File: src/rtl/alu_pkg.sv
package alu_pkg;
  localparam int OPW = 4;

  typedef enum logic [OPW-1:0] {
    OP_ADD = 4'd0,
    OP_SUB = 4'd1,
    OP_CMP = 4'd2,
    OP_AND = 4'd3,
    OP_OR  = 4'd4,
    OP_XOR = 4'd5,
    OP_MOV = 4'd6,
    OP_LUI = 4'd7,
    OP_SHF = 4'd8
  } op_e;

  typedef struct packed {
    logic f;  // overflow
    logic l;  // unsigned less
    logic c;  // carry / borrow
    logic n;  // signed less
    logic z;  // equal
  } flags_t;
endpackage

File: src/rtl/alu_addsub.sv
module alu_addsub #(
  parameter int W = 16
) (
  input  logic [W-1:0] a,
  input  logic [W-1:0] b,
  input  logic         sub,
  output logic [W-1:0] res,
  output logic         carry,
  output logic         ovf,
  output logic         eq,
  output logic         ult,
  output logic         slt
);
  localparam int MSB = W - 1;
  logic [W:0] ext;

  always_comb begin
    ext   = sub ? ({1'b0, a} - {1'b0, b}) : ({1'b0, a} + {1'b0, b});
    res   = ext[W-1:0];
    carry = ext[W];
    if (sub) ovf = (a[MSB] != b[MSB]) && (res[MSB] != a[MSB]);
    else     ovf = (a[MSB] == b[MSB]) && (res[MSB] != a[MSB]);
    eq  = (a == b);
    ult = (a < b);
    slt = ($signed(a) < $signed(b));
  end
endmodule

File: src/rtl/alu_logic.sv
module alu_logic
  import alu_pkg::*;
#(
  parameter int W = 16
) (
  input  logic [OPW-1:0] op,
  input  logic [W-1:0]   a,
  input  logic [W-1:0]   b,
  output logic [W-1:0]   res
);
  localparam int HALF = W / 2;

  always_comb begin
    unique case (op)
      OP_AND:  res = a & b;
      OP_OR:   res = a | b;
      OP_XOR:  res = a ^ b;
      OP_MOV:  res = b;
      OP_LUI:  res = {b[HALF-1:0], {(W-HALF){1'b0}}};
      OP_SHF: begin
        if (b[W-1])       res = a >> 1;
        else if (b != '0) res = a << 1;
        else              res = a;
      end
      default: res = a;
    endcase
  end
endmodule

File: src/rtl/alu_flags.sv
module alu_flags
  import alu_pkg::*;
(
  input  logic           clk,
  input  logic           rst_n,
  input  logic           upd,
  input  logic [OPW-1:0] op,
  input  logic           carry,
  input  logic           ovf,
  input  logic           eq,
  input  logic           ult,
  input  logic           slt,
  output flags_t         flags_q
);
  flags_t nxt;

  always_comb begin
    nxt = flags_q;
    if (upd) begin
      case (op)
        OP_ADD, OP_SUB: begin
          nxt.c = carry;
          nxt.f = ovf;
        end
        OP_CMP: begin
          nxt.z = eq;
          nxt.l = ult;
          nxt.n = slt;
        end
        default: nxt = flags_q;
      endcase
    end
  end

  always_ff @(posedge clk or negedge rst_n) begin
    if (!rst_n) flags_q <= '0;
    else        flags_q <= nxt;
  end
endmodule

File: src/rtl/alu_core.sv
module alu_core
  import alu_pkg::*;
#(
  parameter int W = 16
) (
  input  logic           clk,
  input  logic           rst_n,
  input  logic           in_valid,
  output logic           in_ready,
  input  logic [OPW-1:0] op_i,
  input  logic           imm_sel_i,
  input  logic [W-1:0]   dst_i,
  input  logic [W-1:0]   src_i,
  input  logic [W-1:0]   imm_i,
  output logic           out_valid,
  input  logic           out_ready,
  output logic [W-1:0]   result_o,
  output logic           wr_en_o,
  output logic [4:0]     flags_o
);
  logic [W-1:0] opnd_s;
  logic [W-1:0] as_res;
  logic [W-1:0] lg_res;
  logic         as_carry, as_ovf, as_eq, as_ult, as_slt;
  logic         accept;
  logic [W-1:0] res_d;
  logic         we_d;
  flags_t       flags_q;

  assign opnd_s   = imm_sel_i ? imm_i : src_i;
  assign in_ready = !out_valid || out_ready;
  assign accept   = in_valid && in_ready;

  alu_addsub #(.W(W)) u_addsub (
    .a(dst_i), .b(opnd_s), .sub(op_i != OP_ADD),
    .res(as_res), .carry(as_carry), .ovf(as_ovf),
    .eq(as_eq), .ult(as_ult), .slt(as_slt)
  );

  alu_logic #(.W(W)) u_logic (
    .op(op_i), .a(dst_i), .b(opnd_s), .res(lg_res)
  );

  alu_flags u_flags (
    .clk(clk), .rst_n(rst_n), .upd(accept), .op(op_i),
    .carry(as_carry), .ovf(as_ovf), .eq(as_eq), .ult(as_ult), .slt(as_slt),
    .flags_q(flags_q)
  );

  always_comb begin
    case (op_i)
      OP_ADD, OP_SUB: begin res_d = as_res; we_d = 1'b1; end
      OP_CMP:         begin res_d = as_res; we_d = 1'b0; end
      OP_AND, OP_OR, OP_XOR, OP_MOV, OP_LUI, OP_SHF:
                      begin res_d = lg_res; we_d = 1'b1; end
      default:        begin res_d = dst_i;  we_d = 1'b0; end
    endcase
  end

  always_ff @(posedge clk or negedge rst_n) begin
    if (!rst_n) begin
      out_valid <= 1'b0;
      result_o  <= '0;
      wr_en_o   <= 1'b0;
    end else if (accept) begin
      out_valid <= 1'b1;
      result_o  <= res_d;
      wr_en_o   <= we_d;
    end else if (out_ready) begin
      out_valid <= 1'b0;
    end
  end

  assign flags_o = flags_q;
endmodule

File: config.mk
export PLATFORM = sky130hd
export DESIGN_NAME = alu_core
export DESIGN_NICKNAME = d
export VERILOG_FILES = /design/src/rtl/alu_pkg.sv /design/src/rtl/alu_addsub.sv /design/src/rtl/alu_logic.sv /design/src/rtl/alu_flags.sv /design/src/rtl/alu_core.sv
export SDC_FILE = /design/constraint.sdc
export NUM_CORES = 1
export LEC_CHECK = 0
export CORE_MARGIN = 1.5
export CORE_UTILIZATION = 55
export CTS_BUF_LIST = sky130_fd_sc_hd__clkbuf_2 sky130_fd_sc_hd__clkbuf_4 sky130_fd_sc_hd__clkbuf_8
export CTS_CLUSTER_DIAMETER = 100
export DETAILED_ROUTE_END_ITERATION = 12
export PLACE_DENSITY = 0.88
export SLEW_MARGIN = 5
export SYNTH_ARGS = -nofsm -noshare
export SYNTH_HDL_FRONTEND = slang
export SYNTH_SLANG_ARGS = --single-unit
File: constraint.sdc
create_clock -name clk -period 2.26 [get_ports clk]
set_input_delay 0.678 -clock clk [delete_from_list [all_inputs] [get_ports clk]]
set_output_delay 0.678 -clock clk [all_outputs]
set_load 0.005 [all_outputs]
==> results of run 1 <==
==> kinds of logic after synthesis <==
kind of cell	after synthesis
compound gates	189
xor+xnor	24
fa+ha+maj	60
buf+inv	81
flops	23
mux	27
simple gates	162
==> per-stage QoR <==
stage / instances / util [%]
after floorplan: 566 / -
after global placement: 904 / 89.3
after detailed placement: 904 / 89.3
==> impl_metrics.prom, run 1 <==
# TYPE chip_impl_metric gauge
chip_impl_info{name="firstError",value="[ERROR DPL-0038] Utilization greater than 100%, impossible to legalize"} 1
chip_impl_metric{name="basic_gate_share_of_the_synthesized_area_counting_and_or_nand_and_nor_cells",unit="%"} 18.0
chip_impl_metric{name="post_synth_adder_cell_area",unit="%"} 18.1
chip_impl_metric{name="num_io_pins",unit=""} 81
chip_impl_info{name="yosys_most_used_dff",value="sky130_fd_sc_hd__dfrtp_1"} 1
chip_impl_metric{name="ffs_w_async_s_r_synth",unit="%"} 100
chip_impl_metric{name="cts_hold_repair.buffers",unit=""} 0
chip_impl_info{name="synth.largest_area_cell",value="sky130_fd_sc_hd__ha_1"} 1
chip_impl_metric{name="post_synth.cell_area_avg",unit="µm²"} 7.46
chip_impl_metric{name="syn_nets",unit=""} 683
chip_impl_metric{name="cts_inserted_buffers",unit=""} 3
chip_impl_metric{name="clock-sinks",unit=""} 23
chip_impl_metric{name="clock_tree.htree_level_count",unit=""} 1
chip_impl_metric{name="ys_seq_elements",unit=""} 23
chip_impl_metric{name="post_cts_resized",unit=""} 130
chip_impl_info{name="synth_top_cells_by_count",value="58 x sky130_fd_sc_hd__ha_1, 53 x sky130_fd_sc_hd__nand2_1, 48 x sky130_fd_sc_hd__inv_1"} 1
chip_impl_metric{name="synth_compound_area_share",unit="%"} 31.0
chip_impl_metric{name="yosys_warns",unit=""} 0
chip_impl_metric{name="synth_cells",unit=""} 566
chip_impl_metric{name="post-cts-setup-buffer-count",unit=""} 29
chip_impl_metric{name="synth_xor_area_share",unit="%"} 4.98
chip_impl_metric{name="post-dp-hpwl",unit="µm"} 16800
chip_impl_info{name="synth_most_common_cell",value="sky130_fd_sc_hd__ha_1"} 1
chip_impl_info{name="combinational_family_with_the_most_area_after_synthesis",value="compound AO/OA/AOI/OAI gates"} 1
chip_impl_metric{name="die-height",unit="µm"} 90.6
chip_impl_metric{name="floorplan.die.width",unit="µm"} 90.6
chip_impl_metric{name="synth_enable_flop_cells",unit=""} 0
chip_impl_metric{name="rows",unit=""} 31
chip_impl_metric{name="dpl_cell_area",unit="µm²"} 6550
chip_impl_metric{name="port_buffer_cells",unit=""} 80
chip_impl_info{name="stop_stage",value="4_1_cts"} 1
chip_impl_info{name="synth.top_cells.by_area",value="sky130_fd_sc_hd__ha_1 17%, sky130_fd_sc_hd__dfrtp_1 14%, sky130_fd_sc_hd__a21oi_1 5.0%"} 1
chip_impl_metric{name="synth.lib_cells_used.distinct",unit=""} 64
chip_impl_metric{name="yosys-mux-area-fraction",unit="%"} 6.91
chip_impl_metric{name="floorplan.initialDensity",unit="%"} 57.6
chip_impl_metric{name="syn_area",unit="µm²"} 4220
chip_impl_metric{name="preCtsSetupSlack",unit="ps"} -2100
chip_impl_info{name="cts_root_buf",value="sky130_fd_sc_hd__clkbuf_8"} 1
chip_impl_metric{name="synth_sequential_area_ratio",unit="%"} 13.6
chip_impl_metric{name="place.gp.congestion",unit=""} 1.21
chip_impl_info{name="run_status",value="stopped before the end"} 1
chip_impl_metric{name="synth_top_area_share",unit="%"} 17.2
chip_impl_metric{name="ctsLongestPathBuffers",unit=""} 2
==> run 2: changes to the inputs <==
--- a/config.mk
+++ b/config.mk
@@ -6,11 +6,9 @@
 export NUM_CORES = 1
 export LEC_CHECK = 0
 export CORE_MARGIN = 1.5
-export CORE_UTILIZATION = 55
-export CTS_BUF_LIST = sky130_fd_sc_hd__clkbuf_2 sky130_fd_sc_hd__clkbuf_4 sky130_fd_sc_hd__clkbuf_8
-export CTS_CLUSTER_DIAMETER = 100
+export CORE_UTILIZATION = 40
 export DETAILED_ROUTE_END_ITERATION = 12
-export PLACE_DENSITY = 0.88
+export PLACE_DENSITY_LB_ADDON = 0.15
 export SLEW_MARGIN = 5
 export SYNTH_ARGS = -nofsm -noshare
 export SYNTH_HDL_FRONTEND = slang
==> run 2 against run 1 <==
Against the previous run:
- the flow now finishes, with violations (setup timing)
- synthesized cell count unchanged
- area after synthesis unchanged
==> impl_metrics.prom, run 2 <==
# TYPE chip_impl_metric gauge
chip_impl_info{name="cell_family_with_most_cp_delay",value="compound AO/OA/AOI/OAI gates"} 1
chip_impl_metric{name="timing.final.crit_share",unit="%"} 147
chip_impl_metric{name="ys_seq_elements",unit=""} 23
chip_impl_metric{name="global_route.usage.total",unit="%"} 35.8
chip_impl_info{name="r2r-start",value="out_valid"} 1
chip_impl_metric{name="r2r_slack",unit="ps"} 350
chip_impl_metric{name="synth_cells",unit=""} 566
chip_impl_metric{name="finalNonFillerCells",unit=""} 988
chip_impl_info{name="failed_checks",value="setup timing"} 1
chip_impl_metric{name="achievable-frequency",unit="MHz"} 300
chip_impl_metric{name="min_delay_path_depth",unit=""} 1
chip_impl_info{name="mostFrequentLayoutCell",value="sky130_fd_sc_hd__buf_4"} 1
chip_impl_info{name="synth_top_cells_by_count",value="58 x sky130_fd_sc_hd__ha_1, 53 x sky130_fd_sc_hd__nand2_1, 48 x sky130_fd_sc_hd__inv_1"} 1
chip_impl_metric{name="cp_data_required_time",unit="ps"} 2430
chip_impl_metric{name="rows",unit=""} 37
chip_impl_metric{name="timing.final.crit_period",unit="ps"} 3330
chip_impl_metric{name="synth_top_area_share",unit="%"} 17.2
chip_impl_info{name="path_common_cell",value="sky130_fd_sc_hd__inv_2"} 1
chip_impl_metric{name="postRouteAntennaNets",unit=""} 0
chip_impl_metric{name="area_of_the_die",unit="µm²"} 11200
chip_impl_metric{name="route.vias.total",unit=""} 5870
chip_impl_metric{name="path_buf_inv",unit=""} 5
chip_impl_metric{name="pin_count_of_the_biggest_net_entering_global_routing",unit=""} 24
chip_impl_info{name="synth.top_cells.by_area",value="sky130_fd_sc_hd__ha_1 17%, sky130_fd_sc_hd__dfrtp_1 14%, sky130_fd_sc_hd__a21oi_1 5.0%"} 1
chip_impl_metric{name="number_of_nets_in_the_layout",unit=""} 970
chip_impl_metric{name="grt_pass1_wl",unit="µm"} 31200
chip_impl_info{name="grt_busiest_layer",value="met2"} 1
chip_impl_metric{name="drt_pre_antenna_iters",unit=""} 6
chip_impl_metric{name="cts_hold_repair.buffers",unit=""} 0
chip_impl_metric{name="place.gp.congestion",unit=""} 1.06
chip_impl_info{name="tritoncts_clock_tree",value="built"} 1
chip_impl_metric{name="clock-skew-final",unit="ps"} 13.8
chip_impl_metric{name="antenna_violations_before_repair",unit=""} 0
chip_impl_metric{name="grt_util_met3",unit="%"} 4.89
chip_impl_info{name="biggestRegsByFlops",value="result_o x16, u_flags.flags_q x5"} 1
chip_impl_metric{name="num_io_pins",unit=""} 81
chip_impl_metric{name="floorplan.die.width",unit="µm"} 106
chip_impl_info{name="timing.critical_path.slowest_stage_cell",value="sky130_fd_sc_hd__fa_2"} 1
chip_impl_metric{name="timing.final.hold_violations",unit=""} 0
chip_impl_metric{name="timing.max_slew.rel_slack",unit="%"} 72.6
chip_impl_metric{name="flip_flop_count_of_the_largest_register_after_layout",unit=""} 16
chip_impl_metric{name="route.detailed.drc",unit=""} 0
chip_impl_metric{name="number_of_violations_reported_at_the_end_of_detailed_routing_iteration_0",unit=""} 399
chip_impl_metric{name="grt_use_met2",unit="%"} 60.7
chip_impl_metric{name="grt_pass1_vias",unit=""} 5935
chip_impl_metric{name="die-height",unit="µm"} 106
chip_impl_info{name="yosys_most_used_dff",value="sky130_fd_sc_hd__dfrtp_1"} 1
chip_impl_metric{name="core_area",unit="µm²"} 10300
chip_impl_info{name="critical_path_class",value="primary input to flip-flop"} 1
chip_impl_metric{name="critPathMaxFanout",unit=""} 6
chip_impl_metric{name="routed_via_density",unit=""} 5.94
chip_impl_info{name="end_kind",value="flip-flop"} 1
chip_impl_metric{name="path_length_in_cells_of_the_critical_path",unit=""} 17
chip_impl_metric{name="synth_sequential_area_ratio",unit="%"} 13.6
chip_impl_metric{name="dpl.cell_count",unit=""} 955
chip_impl_metric{name="ffs_w_async_s_r_synth",unit="%"} 100
chip_impl_metric{name="dpl_cell_area",unit="µm²"} 6730
chip_impl_info{name="synth.largest_area_cell",value="sky130_fd_sc_hd__ha_1"} 1
chip_impl_metric{name="grt.overflow.total",unit=""} 0
chip_impl_metric{name="area_delta_synth_final",unit="%"} 83.6
chip_impl_metric{name="max-cap-violations",unit=""} 0
chip_impl_metric{name="clock_latency_on_the_worst_skew_pair",unit="ps"} 290
chip_impl_metric{name="tightestPinTransition",unit="ps"} 409
chip_impl_metric{name="final_critical_path_setup_slack",unit="ps"} -1070
chip_impl_info{name="worst_hold_startpoint",value="u_flags.flags_q[3]"} 1
chip_impl_metric{name="ir_worst_vdd",unit="mV"} 0.266
chip_impl_info{name="synth_most_common_cell",value="sky130_fd_sc_hd__ha_1"} 1
chip_impl_metric{name="cpPeakStageDelay",unit="ps"} 340
chip_impl_metric{name="port_buffer_cells",unit=""} 80
chip_impl_metric{name="rr_worst_depth",unit=""} 8
chip_impl_metric{name="worst-endpoint-arrival",unit="ps"} 3500
chip_impl_metric{name="clock-sinks",unit=""} 23
chip_impl_info{name="grt_setup_unrepaired",value="true"} 1
chip_impl_info{name="top_register",value="result_o"} 1
chip_impl_metric{name="ctsLongestPathBuffers",unit=""} 2
chip_impl_metric{name="clk_pin_slew_worst_paths",unit="ps"} 100
chip_impl_metric{name="cellPowerDensity",unit="nW/µm²"} 391
chip_impl_metric{name="synth_enable_flop_cells",unit=""} 0
chip_impl_metric{name="syn_area",unit="µm²"} 4220
chip_impl_info{name="worst_r2r_endpoint",value="result_o[10]"} 1
chip_impl_metric{name="floorplan.initialDensity",unit="%"} 41.1
chip_impl_info{name="most-common-layout-cells",value="207 x sky130_fd_sc_hd__buf_4, 56 x sky130_fd_sc_hd__clkdlybuf4s50_1, 52 x sky130_fd_sc_hd__nand2_1"} 1
chip_impl_info{name="worst_hold_path.endpoint",value="u_flags.flags_q[3]"} 1
chip_impl_metric{name="yosys_warns",unit=""} 0
chip_impl_metric{name="clock_tree.htree_level_count",unit=""} 1
chip_impl_metric{name="finalWirelength",unit="µm"} 21000
chip_impl_metric{name="layout.cell_area.non_filler",unit="µm²"} 7750
chip_impl_metric{name="layout-drive-gt1-share",unit="%"} 42.8
chip_impl_metric{name="maxSlewViolCount",unit=""} 0
chip_impl_metric{name="post-dp-hpwl",unit="µm"} 15500
chip_impl_info{name="worstHoldPathType",value="flip-flop to flip-flop"} 1
chip_impl_info{name="run_status",value="finished with violations"} 1
chip_impl_metric{name="post_drt_wl_per_cell",unit="µm"} 21.3
chip_impl_metric{name="synth.lib_cells_used.distinct",unit=""} 64
chip_impl_info{name="cp_cell_sequence",value="buf_8 > buf_12 > mux2i_4 > inv_2 > buf_6 > ha_4 > inv_2 > fa_2 > nor2b_2 > o21ai_2 > a21oi_2 > a31oi_2 > a311oi_2 > a31oi_1 > xnor2_1 > nor3_1 > a211o_1"} 1
chip_impl_metric{name="grt.met1_usage",unit="%"} 45.0
chip_impl_info{name="cp_startpoint_kind",value="primary input"} 1
chip_impl_metric{name="report.final.setup_viol",unit=""} 21
chip_impl_metric{name="post_synth.cell_area_avg",unit="µm²"} 7.46
chip_impl_metric{name="syn_nets",unit=""} 683
chip_impl_metric{name="cellLeakagePower",unit="nW"} 3.51
chip_impl_metric{name="antenna_cells",unit=""} 0
chip_impl_metric{name="cts_inserted_buffers",unit=""} 3
chip_impl_info{name="cts_root_buf",value="sky130_fd_sc_hd__clkbuf_8"} 1
-- run 2: cell counts after synthesis --
No cell type changed its count.
-- run 2: worst max path at each step --
| stage | startpoint | endpoint | slack (ps) |
|---|---|---|---|
| 5_1_grt | imm_sel_i | result_o[14] | -1110 |
| 2_1_floorplan | imm_sel_i | result_o[14] | -1000 |
| 3_3_place_gp | imm_sel_i | result_o[14] | -1820 |
| 3_5_place_dp | imm_sel_i | result_o[14] | -1840 |
| 4_1_cts | imm_sel_i | result_o[14] | -1020 |
| 6_report | imm_sel_i | result_o[14] | -1070 |
-- run 2: layout make-up --
cell class / instances / area [µm²]
Sequential cell: 23 / 576
Clock inverter: 1 / 5.00
Clock buffer: 3 / 41.3
Fill cell: 773 / 2530
Inverter: 50 / 190
Timing Repair Buffer: 313 / 2670
Multi-Input combinational cell: 462 / 4100
Tap cell: 136 / 170
-- run 2: cells by family (layout without fill, tap and decap cells) --
kind of cell | Yosys count | after routing | share of synthesized area (%)
buf+inv | 81 | 367 | 7.35
xor+xnor | 24 | 24 | 4.98
mux | 27 | 27 | 6.91
compound gates | 189 | 189 | 31.0
fa+ha+maj | 60 | 60 | 18.1
flops | 23 | 23 | 13.6
simple gates | 162 | 162 | 18.0
-- run 2: metal layers --
layer	share of wire, %	routed length (µm)	vias to the layer above
li1	-	-	2631
met1	39	8290	2799
met2	47	9940	339
met3	7.6	1600	101
met4	5.7	1210	0
met5	0	0	-
-- run 2: through the flow --
| step | utilization (%) | setup TNS (ps) | total power [mW] | hold slack (ps) | worst slack, ps |
|---|---|---|---|---|---|
| after floorplan | - | -12780 | 1.36 | 382 | -996 |
| after global placement | 65.4 | -30670 | 2.28 | 457 | -1820 |
| after detailed placement | 65.4 | -31280 | 2.30 | 472 | -1840 |
| after CTS | 72.1 | -15040 | 2.82 | 494 | -1020 |
| after global routing | 75.4 | -16900 | 3.17 | 516 | -1110 |
| final | 75.4 | -14660 | 3.03 | 486 | -1070 |
-- run 2: worst reg2reg max path: stages (launching register included) --
cell	delay, ps
sky130_fd_sc_hd__dfrtp_1	420
sky130_fd_sc_hd__nand2b_4	80
sky130_fd_sc_hd__and2_1	200
sky130_fd_sc_hd__o21ai_0	130
sky130_fd_sc_hd__a221o_1	270
sky130_fd_sc_hd__a21oi_1	160
sky130_fd_sc_hd__o21ai_1	190
sky130_fd_sc_hd__a21oi_1	260
sky130_fd_sc_hd__a21oi_1	100
-- run 2: repair_timing --
item | in CTS | in global routing
pin swaps | 60 | 54
cloned | 1 | 0
setup endpoints to repair | 22 | 22
resized for setup | 128 | 68
buffers inserted | 19 | 19
-- run 2: power by group --
group / switching [mW] / internal (mW)
registers: 0.0451 / 0.486
clock network: 0.177 / 0.124
logic: 1.05 / 1.15
Power figures use the tool's default switching activity.
